[config.mk]
export PLATFORM = sky130hd
export DESIGN_NAME = lux_thresh_irq
export DESIGN_NICKNAME = d
export VERILOG_FILES = /design/src/rtl/lux_irq_pkg.sv /design/src/rtl/lux_cmp.sv /design/src/rtl/lux_run_ctr.sv /design/src/rtl/lux_irq_gen.sv /design/src/rtl/lux_thresh_irq.sv
export SDC_FILE = /design/constraint.sdc
export NUM_CORES = 1
export LEC_CHECK = 0
export ABC_AREA = 1
export CAP_MARGIN = 20
export CORE_MARGIN = 5
export CORE_UTILIZATION = 40
export CTS_BUF_LIST = sky130_fd_sc_hd__clkbuf_4 sky130_fd_sc_hd__clkbuf_8 sky130_fd_sc_hd__clkbuf_16
export CTS_CLUSTER_SIZE = 12
export DETAILED_ROUTE_END_ITERATION = 8
export SLEW_MARGIN = 30
export SYNTH_ARGS = -nofsm -noshare
export SYNTH_HDL_FRONTEND = slang
export SYNTH_HIERARCHICAL = 1
export SYNTH_SLANG_ARGS = --single-unit
[constraint.sdc]
create_clock -name clk -period 6.81 [get_ports clk]
set_clock_uncertainty 0.05 [all_clocks]
set_input_delay 1.362 -clock clk [delete_from_list [all_inputs] [get_ports clk]]
set_output_delay 1.362 -clock clk [all_outputs]
set_load 0.02 [all_outputs]
[src/rtl/lux_irq_pkg.sv]
package lux_irq_pkg;

    localparam int EXP_W      = 4;
    localparam int MANT_W     = 20;
    localparam int THR_RES_W  = 12;
    localparam int THR_SHIFT  = 8;
    localparam int MAX_RUN    = 8;
    localparam int QUAD_N     = 4;
    localparam int REG_W      = EXP_W + THR_RES_W;
    localparam int EXP_MAX    = (1 << EXP_W) - 1;
    localparam int MEAS_SPAN  = MANT_W + EXP_MAX;
    localparam int THR_SPAN   = THR_RES_W + THR_SHIFT + EXP_MAX;
    localparam int SCALED_W   = (MEAS_SPAN > THR_SPAN) ? MEAS_SPAN : THR_SPAN;
    localparam int RUN_W      = $clog2(MAX_RUN + 1);
    localparam int FSEL_W     = 2;

    typedef logic [SCALED_W-1:0] scaled_t;

    typedef struct packed {
        logic [EXP_W-1:0]     ex;
        logic [THR_RES_W-1:0] res;
    } thr_t;

    typedef enum logic [1:0] {
        SRC_ALERT = 2'd0,
        SRC_EACH  = 2'd1,
        SRC_NONE  = 2'd2,
        SRC_QUAD  = 2'd3
    } irq_src_e;

    typedef struct packed {
        irq_src_e          src;
        logic              latch;
        logic              pol;
        logic [FSEL_W-1:0] fsel;
    } cfg_t;

    localparam int CFG_W = $bits(cfg_t);

    localparam thr_t THR_HI_RST = '{ex: 4'hB, res: 12'hFFF};
    localparam thr_t THR_LO_RST = '{ex: 4'h0, res: 12'h000};
    localparam cfg_t CFG_RST    = '{src: SRC_ALERT, latch: 1'b1, pol: 1'b0, fsel: '0};

    function automatic scaled_t scale_meas(input logic [EXP_W-1:0] ex,
                                           input logic [MANT_W-1:0] mant);
        return scaled_t'(mant) << ex;
    endfunction

    function automatic scaled_t scale_thr(input thr_t t);
        return scaled_t'(t.res) << (int'(t.ex) + THR_SHIFT);
    endfunction

    function automatic logic [RUN_W-1:0] run_need(input logic [FSEL_W-1:0] fsel);
        return RUN_W'(1) << fsel;
    endfunction

endpackage

[src/rtl/lux_cmp.sv]
module lux_cmp
    import lux_irq_pkg::*;
(
    input  logic [EXP_W-1:0]  meas_exp,
    input  logic [MANT_W-1:0] meas_mant,
    input  thr_t              thr_lo,
    input  thr_t              thr_hi,
    output logic              above,
    output logic              below
);
    scaled_t meas_lin;
    scaled_t lo_lin;
    scaled_t hi_lin;

    always_comb begin
        meas_lin = scale_meas(meas_exp, meas_mant);
        lo_lin   = scale_thr(thr_lo);
        hi_lin   = scale_thr(thr_hi);
        above    = meas_lin > hi_lin;
        below    = meas_lin < lo_lin;
    end
endmodule

[src/rtl/lux_run_ctr.sv]
module lux_run_ctr #(
    parameter int RUN_W = 4
) (
    input  logic             clk,
    input  logic             rst,
    input  logic             evt,
    input  logic             fault,
    input  logic [RUN_W-1:0] need,
    output logic             trip
);
    logic [RUN_W-1:0] run_q;
    logic [RUN_W-1:0] run_nxt;

    always_comb begin
        if (!fault)      run_nxt = '0;
        else if (&run_q) run_nxt = run_q;
        else             run_nxt = run_q + 1'b1;
        trip = evt && fault && (run_nxt >= need);
    end

    always_ff @(posedge clk) begin
        if (rst)      run_q <= '0;
        else if (evt) run_q <= run_nxt;
    end
endmodule

[src/rtl/lux_irq_gen.sv]
module lux_irq_gen
    import lux_irq_pkg::*;
(
    input  logic     clk,
    input  logic     rst,
    input  logic     conv,
    input  irq_src_e src,
    input  logic     pol,
    input  logic     alert,
    output logic     pin
);
    localparam int QW = $clog2(QUAD_N);

    logic          each_q;
    logic          quad_q;
    logic [QW-1:0] conv_cnt;
    logic          active;

    always_ff @(posedge clk) begin
        if (rst) begin
            each_q   <= 1'b0;
            quad_q   <= 1'b0;
            conv_cnt <= '0;
        end else begin
            each_q <= conv;
            quad_q <= conv && (conv_cnt == QW'(QUAD_N - 1));
            if (conv) conv_cnt <= conv_cnt + 1'b1;
        end
    end

    always_comb begin
        unique case (src)
            SRC_ALERT: active = alert;
            SRC_EACH:  active = each_q;
            SRC_QUAD:  active = quad_q;
            default:   active = 1'b0;
        endcase
        pin = pol ? active : ~active;
    end
endmodule

[src/rtl/lux_thresh_irq.sv]
module lux_thresh_irq
    import lux_irq_pkg::*;
(
    input  logic              clk,
    input  logic              rst,
    input  logic              meas_valid,
    input  logic [EXP_W-1:0]  meas_exp,
    input  logic [MANT_W-1:0] meas_mant,
    input  logic              meas_ovf,
    input  logic [REG_W-1:0]  wdata,
    input  logic              thr_lo_wr,
    input  logic              thr_hi_wr,
    input  logic              cfg_wr,
    input  logic              stat_wr,
    input  logic              stat_rd,
    output logic [REG_W-1:0]  thr_lo_q,
    output logic [REG_W-1:0]  thr_hi_q,
    output logic              flag_hi,
    output logic              flag_lo,
    output logic              conv_rdy,
    output logic              ovld,
    output logic              irq_pin
);
    localparam int N_DIR = 2;   // index 0: high side, index 1: low side

    thr_t             thr_lo_r;
    thr_t             thr_hi_r;
    cfg_t             cfg_q;
    logic [N_DIR-1:0] flags_q;
    logic [N_DIR-1:0] viol;
    logic [N_DIR-1:0] trip;
    logic             rdy_q;
    logic             ovl_q;
    logic [RUN_W-1:0] need;

    lux_cmp u_cmp (
        .meas_exp  (meas_exp),
        .meas_mant (meas_mant),
        .thr_lo    (thr_lo_r),
        .thr_hi    (thr_hi_r),
        .above     (viol[0]),
        .below     (viol[1])
    );

    assign need = run_need(cfg_q.fsel);

    for (genvar d = 0; d < N_DIR; d++) begin : g_dir
        lux_run_ctr #(.RUN_W(RUN_W)) u_run (
            .clk   (clk),
            .rst   (rst),
            .evt   (meas_valid),
            .fault (viol[d]),
            .need  (need),
            .trip  (trip[d])
        );

        always_ff @(posedge clk) begin
            if (rst)
                flags_q[d] <= 1'b0;
            else if (cfg_q.latch)
                flags_q[d] <= (flags_q[d] & ~stat_rd) | trip[d];
            else if (meas_valid)
                flags_q[d] <= trip[d];
        end
    end

    always_ff @(posedge clk) begin
        if (rst) begin
            thr_lo_r <= THR_LO_RST;
            thr_hi_r <= THR_HI_RST;
            cfg_q    <= CFG_RST;
            rdy_q    <= 1'b0;
            ovl_q    <= 1'b0;
        end else begin
            if (thr_lo_wr) thr_lo_r <= thr_t'(wdata);
            if (thr_hi_wr) thr_hi_r <= thr_t'(wdata);
            if (cfg_wr)    cfg_q    <= cfg_t'(wdata[CFG_W-1:0]);
            if (meas_valid)
                rdy_q <= 1'b1;
            else if (stat_rd || (stat_wr && (wdata != '0)))
                rdy_q <= 1'b0;
            if (meas_valid) ovl_q <= meas_ovf;
        end
    end

    lux_irq_gen u_irq (
        .clk   (clk),
        .rst   (rst),
        .conv  (meas_valid),
        .src   (cfg_q.src),
        .pol   (cfg_q.pol),
        .alert (|flags_q),
        .pin   (irq_pin)
    );

    assign thr_lo_q = thr_lo_r;
    assign thr_hi_q = thr_hi_r;
    assign flag_hi  = flags_q[0];
    assign flag_lo  = flags_q[1];
    assign conv_rdy = rdy_q;
    assign ovld     = ovl_q;
endmodule

==> out/results.tsv, run 1 <==
metric	value	unit
layout_min_cycle_time	5.43	ns
post_synth_inst_count	1094	
synth_ff_type	sky130_fd_sc_hd__dfxtp_1	
p_int	0.781	mW
cts_buffers	5	
floorplan.die.height	138	um
period_share	79.8	%
synth_area_per_cell	6.00	sq um
clkPwrFrac	26.7	%
unrepaired_setup_endpoints_after_global_routing	false	
timing.critical_path.from	meas_exp[0]	
p_sw	0.486	mW
cp_data_required_time	6.92	ns
placed_cell_area	7440	sq um
clock-sinks	54	
grt_first_pass_wirelength	31200	um
row_count	46	
timing.hold.ws	0.420	ns
clock_insertion_delay_worst_skew	0.29	ns
worst-path-max-fanout	13	
area_of_the_multi_input_gates	4880	sq um
groute.usage.overall	19.0	%
antenna_found_initial	0	
layout-drive-gt1-share	6.49	%
fin_nets	1284	
post_cts_buffers	0	
synth_async_sr_flop_share	0	%
route.detailed.drc	0	
layout.filler_cells	1809	
die_w	138	um
worst_hold_check_path_type	register to register	
cts_h_tree_depth	2	
finalHoldViolCount	0	
core	16000	sq um
worstReg2RegEnd	flag_lo$_SDFFE_PP0P_	
drt_iter0_drc	325	
routed_wl	18500	um
dp.cells	1364	
r2r_cells	24	
timing.setup.tns	0	ns
worstPathArrival	5.55	ns
cts.repair.resized	0	
io_buffer_count	85	
synth_area	6560	sq um
yosysWarningCount	6	
clk_pin_slew_worst_paths	0.07	ns
worst_setup_path_endpoint	flag_hi$_SDFFE_PP0P_	
synth_enable_flop_cells	0	
reg2reg_from	thr_lo_q[14]$_SDFFE_PP0P_	
floorplan.initialDensity	41.0	%
grt_overflow	0	
tightest_slew	0.756	ns
flow.area_growth_from_synthesis	16.4	%
synth.area.top_cells	sky130_fd_sc_hd__nand2_1 (21%), sky130_fd_sc_hd__dfxtp_1 (16%), sky130_fd_sc_hd__ha_1 (15%), sky130_fd_sc_hd__nor2_1 (6.6%), sky130_fd_sc_hd__nand3_1 (5.7%)	
post-synth-top-count-cell	sky130_fd_sc_hd__nand2_1	
power_per_cell_area	166	nW/um^2
slew_headroom	49.5	%
maximum_number_of_pins_on_one_net_before_global_route_repair	39	
critical_path.most_common_cell	sky130_fd_sc_hd__nand2_1	
post_cts_hold_buffer_count	0	
netlist-cell-type-count	42	
drt_pass1_iterations	5	
power.sequential.fraction	29.6	%
final_antenna_net_count	0	
flop_and_latch_count_out_of_synthesis	54	
cell_accounting_for_the_most_synthesized_area	sky130_fd_sc_hd__nand2_1	
start_kind	input pin	
seq_area_frac_synth	16.5	%
ir_drop	0.129	mV
clock.fmax	0.184	GHz
cellLeakagePower	3.65	nW
ctsLongestPathBuffers	2	
comb_power_share	43.7	%
critPathMaxStageDelay	0.57	ns
post_drt_wl_per_cell	13.5	um
cp-end-kind	register	
critical_path.slowest_cell	sky130_fd_sc_hd__clkdlybuf4s50_1	
seq_area	1080	sq um
floorplan.die_area	19100	sq um
grt_pass1_vias	6372	
io_pins	86	
dp.final_hpwl	15200	um
p_total	1.27	mW
setup.worst_path.class	input pin to register	
antenna_cells_inserted	0	
status	completed	
tritoncts	done	
clock-root-buffer	sky130_fd_sc_hd__clkbuf_16	
final_area	7640	sq um
timing.final.max_slew_violations	0	
reg2reg_slack	2.22	ns
num_vias	6848	
gp_congestion	0.910	
layout.cells.non_filler	1372	
drt-vias-per-instance	4.99	
finalSetupViolCount	0	
post_synth_most_frequent_cells	sky130_fd_sc_hd__nand2_1 (363), sky130_fd_sc_hd__nor2_1 (116), sky130_fd_sc_hd__ha_1 (80)	
switching_share	38.4	%
max_cap_viol_count	0	
netlist.area_leader.share	20.8	%
## through the flow
step | util [%] | setup WS (ns)
global route | 47.7 | 0.875
floorplan | - | 2.45
CTS | 47.7 | 1.37
detailed placement | 46.5 | 1.07
global placement | 46.5 | 1.10
finish | 47.7 | 1.38
## critical path: cells and delay by family
kind	cells	cell delay [ns]
compound gates	7	1.09
fa+ha+maj	2	0.57
buf+inv	5	0.98
simple gates	16	1.56
## kinds of logic after synthesis
kind of cell    share of synthesized area, %
compound gates                          19.2
mux                                    0.801
fa+ha+maj                               15.3
other cells                            0.114
flops                                   16.5
simple gates                            38.1
xor+xnor                               0.134
buf+inv                                 9.90
## routing by layer
layer  vias to the layer above  track usage (%)  part of all wire [%]
li1                       3710                -                     -
met1                      2981             26.6                    50
met2                       137             31.4                    44
met3                        20             1.86                   3.2
met4                         0             4.89                   2.0
met5                         -                0                     0
## sequential cells by signal (all words and copies together) (netlist names)
register / flops
cfg_q: 6
conv_rdy: 1
flag_hi: 1
flag_lo: 1
g_dir.u_run/run_q: 8
ovld: 1
thr_hi_q: 16
thr_lo_q: 16
u_irq/conv_cnt: 2
u_irq/each_q: 1
u_irq/quad_q: 1
## power groups by stage
stage | Clock, mW | Combinational [mW] | Sequential, mW
6_report | 0.338 | 0.554 | 0.375
2_1_floorplan | 0 | 0.391 | 0.384
3_5_place_dp | 0 | 0.552 | 0.382
4_1_cts | 0.344 | 0.555 | 0.375
5_1_grt | 0.356 | 0.640 | 0.380
3_3_place_gp | 0 | 0.550 | 0.382
## cells in the final DEF, fill, tap and decap left out, types with 2 or more instances in the layout
cell type                         instances
sky130_fd_sc_hd__a21o_1                   2
sky130_fd_sc_hd__a21oi_1                 45
sky130_fd_sc_hd__a31oi_1                  7
sky130_fd_sc_hd__and2_1                   6
sky130_fd_sc_hd__and2_4                   2
sky130_fd_sc_hd__buf_4                    6
sky130_fd_sc_hd__bufinv_16                2
sky130_fd_sc_hd__clkbuf_16                5
sky130_fd_sc_hd__clkdlybuf4s50_1         85
sky130_fd_sc_hd__clkinv_1                 2
sky130_fd_sc_hd__conb_1                  15
sky130_fd_sc_hd__dfxtp_1                 54
sky130_fd_sc_hd__ha_1                    80
sky130_fd_sc_hd__inv_1                   72
sky130_fd_sc_hd__inv_2                    9
sky130_fd_sc_hd__mux2i_1                  3
sky130_fd_sc_hd__nand2_1                363
sky130_fd_sc_hd__nand2_2                  5
sky130_fd_sc_hd__nand3_1                 75
sky130_fd_sc_hd__nand3_2                  2
sky130_fd_sc_hd__nand4_1                  8
sky130_fd_sc_hd__nor2_1                 116
sky130_fd_sc_hd__nor3_1                   9
sky130_fd_sc_hd__o211ai_1                10
sky130_fd_sc_hd__o21a_1                   2
sky130_fd_sc_hd__o21ai_0                 61
sky130_fd_sc_hd__o21ai_1                 47
sky130_fd_sc_hd__o21ai_2                 32
sky130_fd_sc_hd__o21bai_1                 2
sky130_fd_sc_hd__o31ai_1                  3
sky130_fd_sc_hd__or2_1                   10
sky130_fd_sc_hd__or2_2                    7
## layout make-up
type / instances / area share, %
repair buffers: 91 / 11.7
clock buffers: 6 / 1.82
flip-flops and latches: 54 / 14.2
well taps: 216 / 3.54
inverters: 83 / 4.08
clock inverters: 2 / 0.786
multi-input cells: 920 / 63.9
## worst min path at each step
stage / startpoint / end / cells past startpoint
2_1_floorplan: u_irq/conv_cnt[1]$_SDFFE_PP0P_ / u_irq/conv_cnt[1]$_SDFFE_PP0P_ / 2
3_3_place_gp: u_irq/conv_cnt[1]$_SDFFE_PP0P_ / u_irq/conv_cnt[1]$_SDFFE_PP0P_ / 2
3_5_place_dp: u_irq/conv_cnt[1]$_SDFFE_PP0P_ / u_irq/conv_cnt[1]$_SDFFE_PP0P_ / 2
4_1_cts: u_irq/conv_cnt[1]$_SDFFE_PP0P_ / u_irq/conv_cnt[1]$_SDFFE_PP0P_ / 2
5_1_grt: flag_lo$_SDFFE_PP0P_ / flag_lo$_SDFFE_PP0P_ / 2
6_report: u_irq/conv_cnt[1]$_SDFFE_PP0P_ / u_irq/conv_cnt[1]$_SDFFE_PP0P_ / 2
(Power assumes the default switching activity.)
==> inputs of run 2 (changes only) <==
==> constraint.sdc (replaced) <==
create_clock -name clk -period 5.3 [get_ports clk]
set_clock_uncertainty 0.05 [all_clocks]
set_input_delay 1.06 -clock clk [delete_from_list [all_inputs] [get_ports clk]]
set_output_delay 1.06 -clock clk [all_outputs]
set_load 0.02 [all_outputs]
==> run 2 against run 1 <==
  * Die area did not move
  * Cell area rose by 0.41%
  * Global-route usage rose by 0.086 points
  * Critical path depth fell by 2
  * Combinational power rose by 32%
  * Flip-flop and latch count did not move
  * Largest power group unchanged
  * Sequential power rose by 26%
  * First-iteration DRC count fell by 16%
  * Core utilization rose by 0.20 points
  * Non-clock buffer count rose by 8
==> out/results.tsv, run 2 (same netlist as run 1, synthesis figures left out) <==
metric	value	unit	change
grt_overflow	0		unchanged
drt_pass1_iterations	5		unchanged
status	completed		
timing.final.max_slew_violations	0		unchanged
cellLeakagePower	3.67	nW	+0.62%
flow.area_growth_from_synthesis	16.9	%	
dp.final_hpwl	15400	um	+1.3%
dp_slack	0.259	ns	-0.807 ns
antenna_found_initial	0		unchanged
routed_wl	18800	um	+1.5%
drt_iter0_drc	273		-16%
period_share	89.3	%	
met1_length	9320	um	about the same
clock-root-buffer	sky130_fd_sc_hd__clkbuf_16		
tightest_slew	0.773	ns	+0.0175 ns
p_total	1.58	mW	+25%
layout-drive-gt1-share	7.13	%	+0.64 points
maxUsedRoutingLayer	met4		
clk_pin_slew_worst_paths	0.07	ns	about the same
finalHoldViolCount	0		unchanged
row_count	46		unchanged
post_cts_buffers	0		unchanged
final_cell_mix	sky130_fd_sc_hd__nand2_1 (363), sky130_fd_sc_hd__nor2_1 (116), sky130_fd_sc_hd__clkdlybuf4s50_1 (85)		
clock_insertion_delay_worst_skew	0.29	ns	about the same
num_vias	6922		+1.1%
slew_headroom	48.3	%	-1.2 points
die_w	138	um	unchanged
post_drt_wl_per_cell	13.6	um	+0.88%
io_buffer_count	85		unchanged
grt_pass1_vias	6291		-1.3%
utilization	47.9	%	+0.20 points
worstPathArrival	4.84	ns	-0.71 ns
dr_wl_met2	8170	um	-0.46%
cp_data_required_time	5.40	ns	-1.52 ns
floorplan.initialDensity	41.0	%	unchanged
timing.setup.tns	0	ns	unchanged
start_kind	input pin		
finalSetupViolCount	0		unchanged
cts_h_tree_depth	2		unchanged
groute.usage.overall	19.1	%	+0.086 points
floorplan.die_area	19100	sq um	unchanged
antenna_cells_inserted	0		unchanged
fin_nets	1292		+0.62%
grt_first_pass_wirelength	31200	um	-0.11%
layout_min_cycle_time	4.73	ns	
route.met3.wl	766	um	+30%
setup.worst_path.class	input pin to register		
post-route-worst-setup-slack	0.568	ns	-0.810 ns
cp-end-kind	register		
final_antenna_net_count	0		unchanged
io_pins	86		unchanged
cts_buffers	5		unchanged
gp_congestion	0.901		-0.99%
max_cap_viol_count	0		unchanged
clock-sinks	54		unchanged
cts.repair.resized	0		unchanged
worst-path-max-fanout	20		+7
drt-vias-per-instance	5.02		+0.49%
ir_drop	0.173	mV	+35%
post_cts_hold_buffer_count	0		unchanged
maximum_number_of_pins_on_one_net_before_global_route_repair	39		unchanged
final_common_cell	sky130_fd_sc_hd__nand2_1		
clock.fmax	0.211	GHz	
floorplan.die.height	138	um	unchanged
core	16000	sq um	unchanged
ctsLongestPathBuffers	2		unchanged
tritoncts	done		
power_per_cell_area	206	nW/um^2	+24%
unrepaired_setup_endpoints_after_global_routing	false		
route.detailed.drc	0		unchanged
worst_hold_check_path_type	register to register		
==> run 2: worst paths after layout <==
path | start | endpoint | slack [ns] | cells past startpoint
hold reg to reg | u_irq/conv_cnt[1]$_SDFFE_PP0P_ | u_irq/conv_cnt[1]$_SDFFE_PP0P_ | 0.42 | 2
setup reg to reg | thr_lo_q[12]$_SDFFE_PP0P_ | flag_lo$_SDFFE_PP0P_ | 0.95 | 27
hold / removal | u_irq/conv_cnt[1]$_SDFFE_PP0P_ | u_irq/conv_cnt[1]$_SDFFE_PP0P_ | 0.42 | 2
setup / recovery | meas_exp[0] | flag_lo$_SDFFE_PP0P_ | 0.57 | 28
==> run 2: layer usage <==
metal | vias up | global-route usage (%)
met3 | 21 | 2.48
met5 | - | 0
met2 | 136 | 30.5
met1 | 3030 | 26.9
li1 | 3735 | -
met4 | 0 | 5.67
==> run 2: area by class of cell <==
type                            instances  area [sq um]
Clock buffer                            6           133
Clock inverter                          2          37.5
Inverter                               83           312
Timing Repair Buffer                   99           956
Multi-Input combinational cell        920          4880
Fill cell                            1833          8330
Tap cell                              216           270
Sequential cell                        54          1080
==> run 2: power breakdown <==
group          switching, mW  internal (mW)
registers             0.0391          0.435
logic                  0.438          0.294
clock network          0.149          0.228
total                  0.626          0.957
==> run 2: worst max-delay path, cell delays in order <==
cell and delay, ns:
sky130_fd_sc_hd__clkdlybuf4s50_1 0.46, sky130_fd_sc_hd__inv_2 0.28, sky130_fd_sc_hd__o21ai_1 0.12, sky130_fd_sc_hd__o21ai_1 0.18, sky130_fd_sc_hd__and2_1 0.16, sky130_fd_sc_hd__inv_1 0.05, sky130_fd_sc_hd__o21ai_1 0.17, sky130_fd_sc_hd__ha_1 0.28
sky130_fd_sc_hd__a21oi_1 0.15, sky130_fd_sc_hd__nor2_1 0.05, sky130_fd_sc_hd__nor3_1 0.24, sky130_fd_sc_hd__nand2_1 0.10, sky130_fd_sc_hd__nand2_1 0.07, sky130_fd_sc_hd__nand2_1 0.07, sky130_fd_sc_hd__a21oi_1 0.19, sky130_fd_sc_hd__buf_4 0.19
sky130_fd_sc_hd__o21ai_1 0.06, sky130_fd_sc_hd__or2_1 0.23, sky130_fd_sc_hd__inv_1 0.06, sky130_fd_sc_hd__ha_1 0.22, sky130_fd_sc_hd__nand2_1 0.07, sky130_fd_sc_hd__inv_1 0.04, sky130_fd_sc_hd__nand3_1 0.06, sky130_fd_sc_hd__nand3_1 0.07
sky130_fd_sc_hd__nand2_1 0.06, sky130_fd_sc_hd__inv_1 0.03, sky130_fd_sc_hd__nand2_1 0.05, sky130_fd_sc_hd__a21oi_1 0.06
==> run 2: stage by stage <==
stage                     cell area (sq um)  hold slack [ns]  std cells
after global placement                 7500            0.407       1372
final                                  7670            0.420       1380
after floorplan                        6610            0.386       1107
after detailed placement               7500            0.415       1372
after CTS                              7670            0.426       1380
after global routing                   7670            0.457       1380
==> inputs of run 3 (changes only) <==
--- a/config.mk
+++ b/config.mk
@@ -9,7 +9,7 @@
 export CAP_MARGIN = 20
 export CORE_MARGIN = 5
 export CORE_UTILIZATION = 40
-export CTS_BUF_LIST = sky130_fd_sc_hd__clkbuf_4 sky130_fd_sc_hd__clkbuf_8 sky130_fd_sc_hd__clkbuf_16
+export CTS_BUF_LIST = sky130_fd_sc_hd__clkbuf_8
 export CTS_CLUSTER_SIZE = 12
 export DETAILED_ROUTE_END_ITERATION = 8
 export SLEW_MARGIN = 30
==> run 3 against run 2 <==
  * Hold slack gained 0.0033 ns
  * Power shrank 6.1%
  * Fmax grew 0.51%
  * First-iteration DRC count grew 6.6%
  * Sequential power is essentially flat
  * Clock-buffer cell count shrank 1
  * Core utilization shrank 0.38 points
  * Critical path depth is the same
  * Via count grew 0.46%
  * Clock power shrank 25%
  * Non-clock buffer count is the same
  * Largest cell class unchanged
  * Wire length grew 0.26%
==> out/results.tsv, run 3 (same netlist as run 1, synthesis figures left out) <==
metric	value	unit	change
die_w	138	um	unchanged
worst_setup_path_endpoint	flag_lo$_SDFFE_PP0P_		
worstPathArrival	4.84	ns	about the same
ir_drop	0.149	mV	-14%
layout.cells.non_filler	1380		unchanged
worstPathBufferInverterCount	6		-1
max_cap_viol_count	0		unchanged
post_cts_buffers	0		unchanged
tightest_slew	0.780	ns	+0.00712 ns
drt_pass1_iterations	8		+3
clock-root-buffer	sky130_fd_sc_hd__clkbuf_8		
num_vias	6954		+0.46%
drt_iter0_drc	291		+6.6%
clk_pin_slew_worst_paths	0.10	ns	+0.03 ns
p_int	0.868	mW	-9.3%
worst-path-max-fanout	20		unchanged
power_per_cell_area	195	nW/um^2	-5.3%
drt-vias-per-instance	5.04		+0.46%
final_cell_mix	sky130_fd_sc_hd__nand2_1 (363), sky130_fd_sc_hd__nor2_1 (116), sky130_fd_sc_hd__clkdlybuf4s50_1 (85)		
ctsLongestPathBuffers	2		unchanged
flow.area_growth_from_synthesis	16.0	%	
comb_power_share	49.2	%	+3.0 points
antenna_found_initial	0		unchanged
unrepaired_setup_endpoints_after_global_routing	false		
worstReg2RegEnd	flag_lo$_SDFFE_PP0P_		
r2r_cells	27		unchanged
clock_insertion_delay_worst_skew	0.31	ns	+0.02 ns
final_antenna_net_count	0		unchanged
floorplan.initialDensity	41.0	%	unchanged
setup.worst_path.class	input pin to register		
slew_headroom	47.8	%	-0.48 points
critical_path.slowest_cell	sky130_fd_sc_hd__clkdlybuf4s50_1		
floorplan.die.height	138	um	unchanged
grt_pass1_vias	6280		-0.17%
cts_h_tree_depth	2		unchanged
post_cts_hold_buffer_count	0		unchanged
reg2reg_slack	0.91	ns	-0.04 ns
gp_congestion	0.901		unchanged
period_share	88.8	%	-0.46 points
finalSetupViolCount	0		unchanged
dp.final_hpwl	15400	um	unchanged
critical_path.most_common_cell	sky130_fd_sc_hd__nand2_1		
worstHoldPathCells	2		unchanged
crit_cells	28		unchanged
cts_buffers	5		unchanged
groute.usage.overall	19.1	%	+0.022 points
io_buffer_count	85		unchanged
cellLeakagePower	3.65	nW	-0.68%
switching_share	41.6	%	+2.1 points
grt_overflow	0		unchanged
clkPwrFrac	18.9	%	-4.9 points
post_drt_wl_per_cell	13.6	um	+0.26%
finalHoldViolCount	0		unchanged
cp-end-kind	register		
power.sequential.fraction	31.9	%	+1.9 points
timing.final.max_slew_violations	0		unchanged
io_pins	86		unchanged
cts.repair.resized	0		unchanged
final_common_cell	sky130_fd_sc_hd__nand2_1		
p_sw	0.619	mW	-1.1%
row_count	46		unchanged
antenna_cells_inserted	0		unchanged
layout_min_cycle_time	4.71	ns	-0.0242 ns
grt_first_pass_wirelength	31200	um	about the same
core	16000	sq um	unchanged
start_kind	input pin		
tritoncts	done		
layout-drive-gt1-share	7.04	%	-0.086 points
clock-sinks	54		unchanged
status	completed		
reg2reg_from	thr_lo_q[12]$_SDFFE_PP0P_		
maximum_number_of_pins_on_one_net_before_global_route_repair	39		unchanged
routed_wl	18800	um	+0.26%
cp_data_required_time	5.44	ns	+0.04 ns
timing.critical_path.from	meas_exp[0]		
route.detailed.drc	0		unchanged
timing.setup.tns	0	ns	unchanged
floorplan.die_area	19100	sq um	unchanged
fin_nets	1292		unchanged
dp.cells	1372		unchanged
worst_hold_check_path_type	register to register		
critPathMaxStageDelay	0.46	ns	about the same
clock.fmax	0.212	GHz	+0.51%
timing.critical_path.max_delay_family	compound AO/OA/AOI/OAI gates		
[run 3: changes by cell type in the layout (fill, tap and decap cells not counted)]
cell	previous run	this run
sky130_fd_sc_hd__clkbuf_4	1	0
sky130_fd_sc_hd__inv_1	72	73
sky130_fd_sc_hd__clkbuf_8	0	5
sky130_fd_sc_hd__clkbuf_16	5	0
[run 3: routing by layer]
metal / GRT usage, % / part of all wire, %
met5: 0 / 0
met4: 6.14 / 3.0
met3: 2.38 / 4.2
met2: 30.4 / 44
met1: 26.9 / 49
[run 3: area by class of cell]
type | instances | area [sq um]
clock inverters | 3 | 41.3
well taps | 216 | 270
multi-input cells | 920 | 4880
flip-flops and latches | 54 | 1080
repair buffers | 99 | 956
clock buffers | 5 | 68.8
fillers | 1840 | 8390
inverters | 83 | 312
[run 3: power groups by stage]
stage                     logic, mW  clock network [mW]  registers [mW]
after global routing          0.838               0.303           0.480
after CTS                     0.735               0.288           0.474
after floorplan               0.502                   0           0.493
after detailed placement      0.732                   0           0.483
after global placement        0.728                   0           0.484
final                         0.732               0.281           0.474
[run 3: stage by stage]
step | area, sq um | utilization (%) | hold slack (ns) | total power [mW] | worst slack [ns]
floorplan | 6610 | - | 0.386 | 0.995 | 1.24
global placement | 7500 | 46.9 | 0.407 | 1.21 | 0.281
detailed placement | 7500 | 46.9 | 0.415 | 1.21 | 0.259
CTS | 7610 | 47.6 | 0.431 | 1.50 | 0.581
global route | 7610 | 47.6 | 0.462 | 1.62 | 0.192
finish | 7610 | 47.6 | 0.424 | 1.49 | 0.592
[run 3: worst min-delay path by stage]
stage                                              start                              to  slack, ns
after CTS                 u_irq/conv_cnt[1]$_SDFFE_PP0P_  u_irq/conv_cnt[1]$_SDFFE_PP0P_       0.43
after global placement    u_irq/conv_cnt[1]$_SDFFE_PP0P_  u_irq/conv_cnt[1]$_SDFFE_PP0P_       0.41
final                     u_irq/conv_cnt[1]$_SDFFE_PP0P_  u_irq/conv_cnt[1]$_SDFFE_PP0P_       0.42
after global routing      u_irq/conv_cnt[1]$_SDFFE_PP0P_  u_irq/conv_cnt[1]$_SDFFE_PP0P_       0.46
after floorplan           u_irq/conv_cnt[1]$_SDFFE_PP0P_  u_irq/conv_cnt[1]$_SDFFE_PP0P_       0.39
after detailed placement  u_irq/conv_cnt[1]$_SDFFE_PP0P_  u_irq/conv_cnt[1]$_SDFFE_PP0P_       0.42
[run 3: tightest hold or removal path, stage by stage (launching register included)]
cell                      delay [ns]
sky130_fd_sc_hd__dfxtp_1        0.32
sky130_fd_sc_hd__nand2_1        0.06
sky130_fd_sc_hd__a21oi_1        0.05
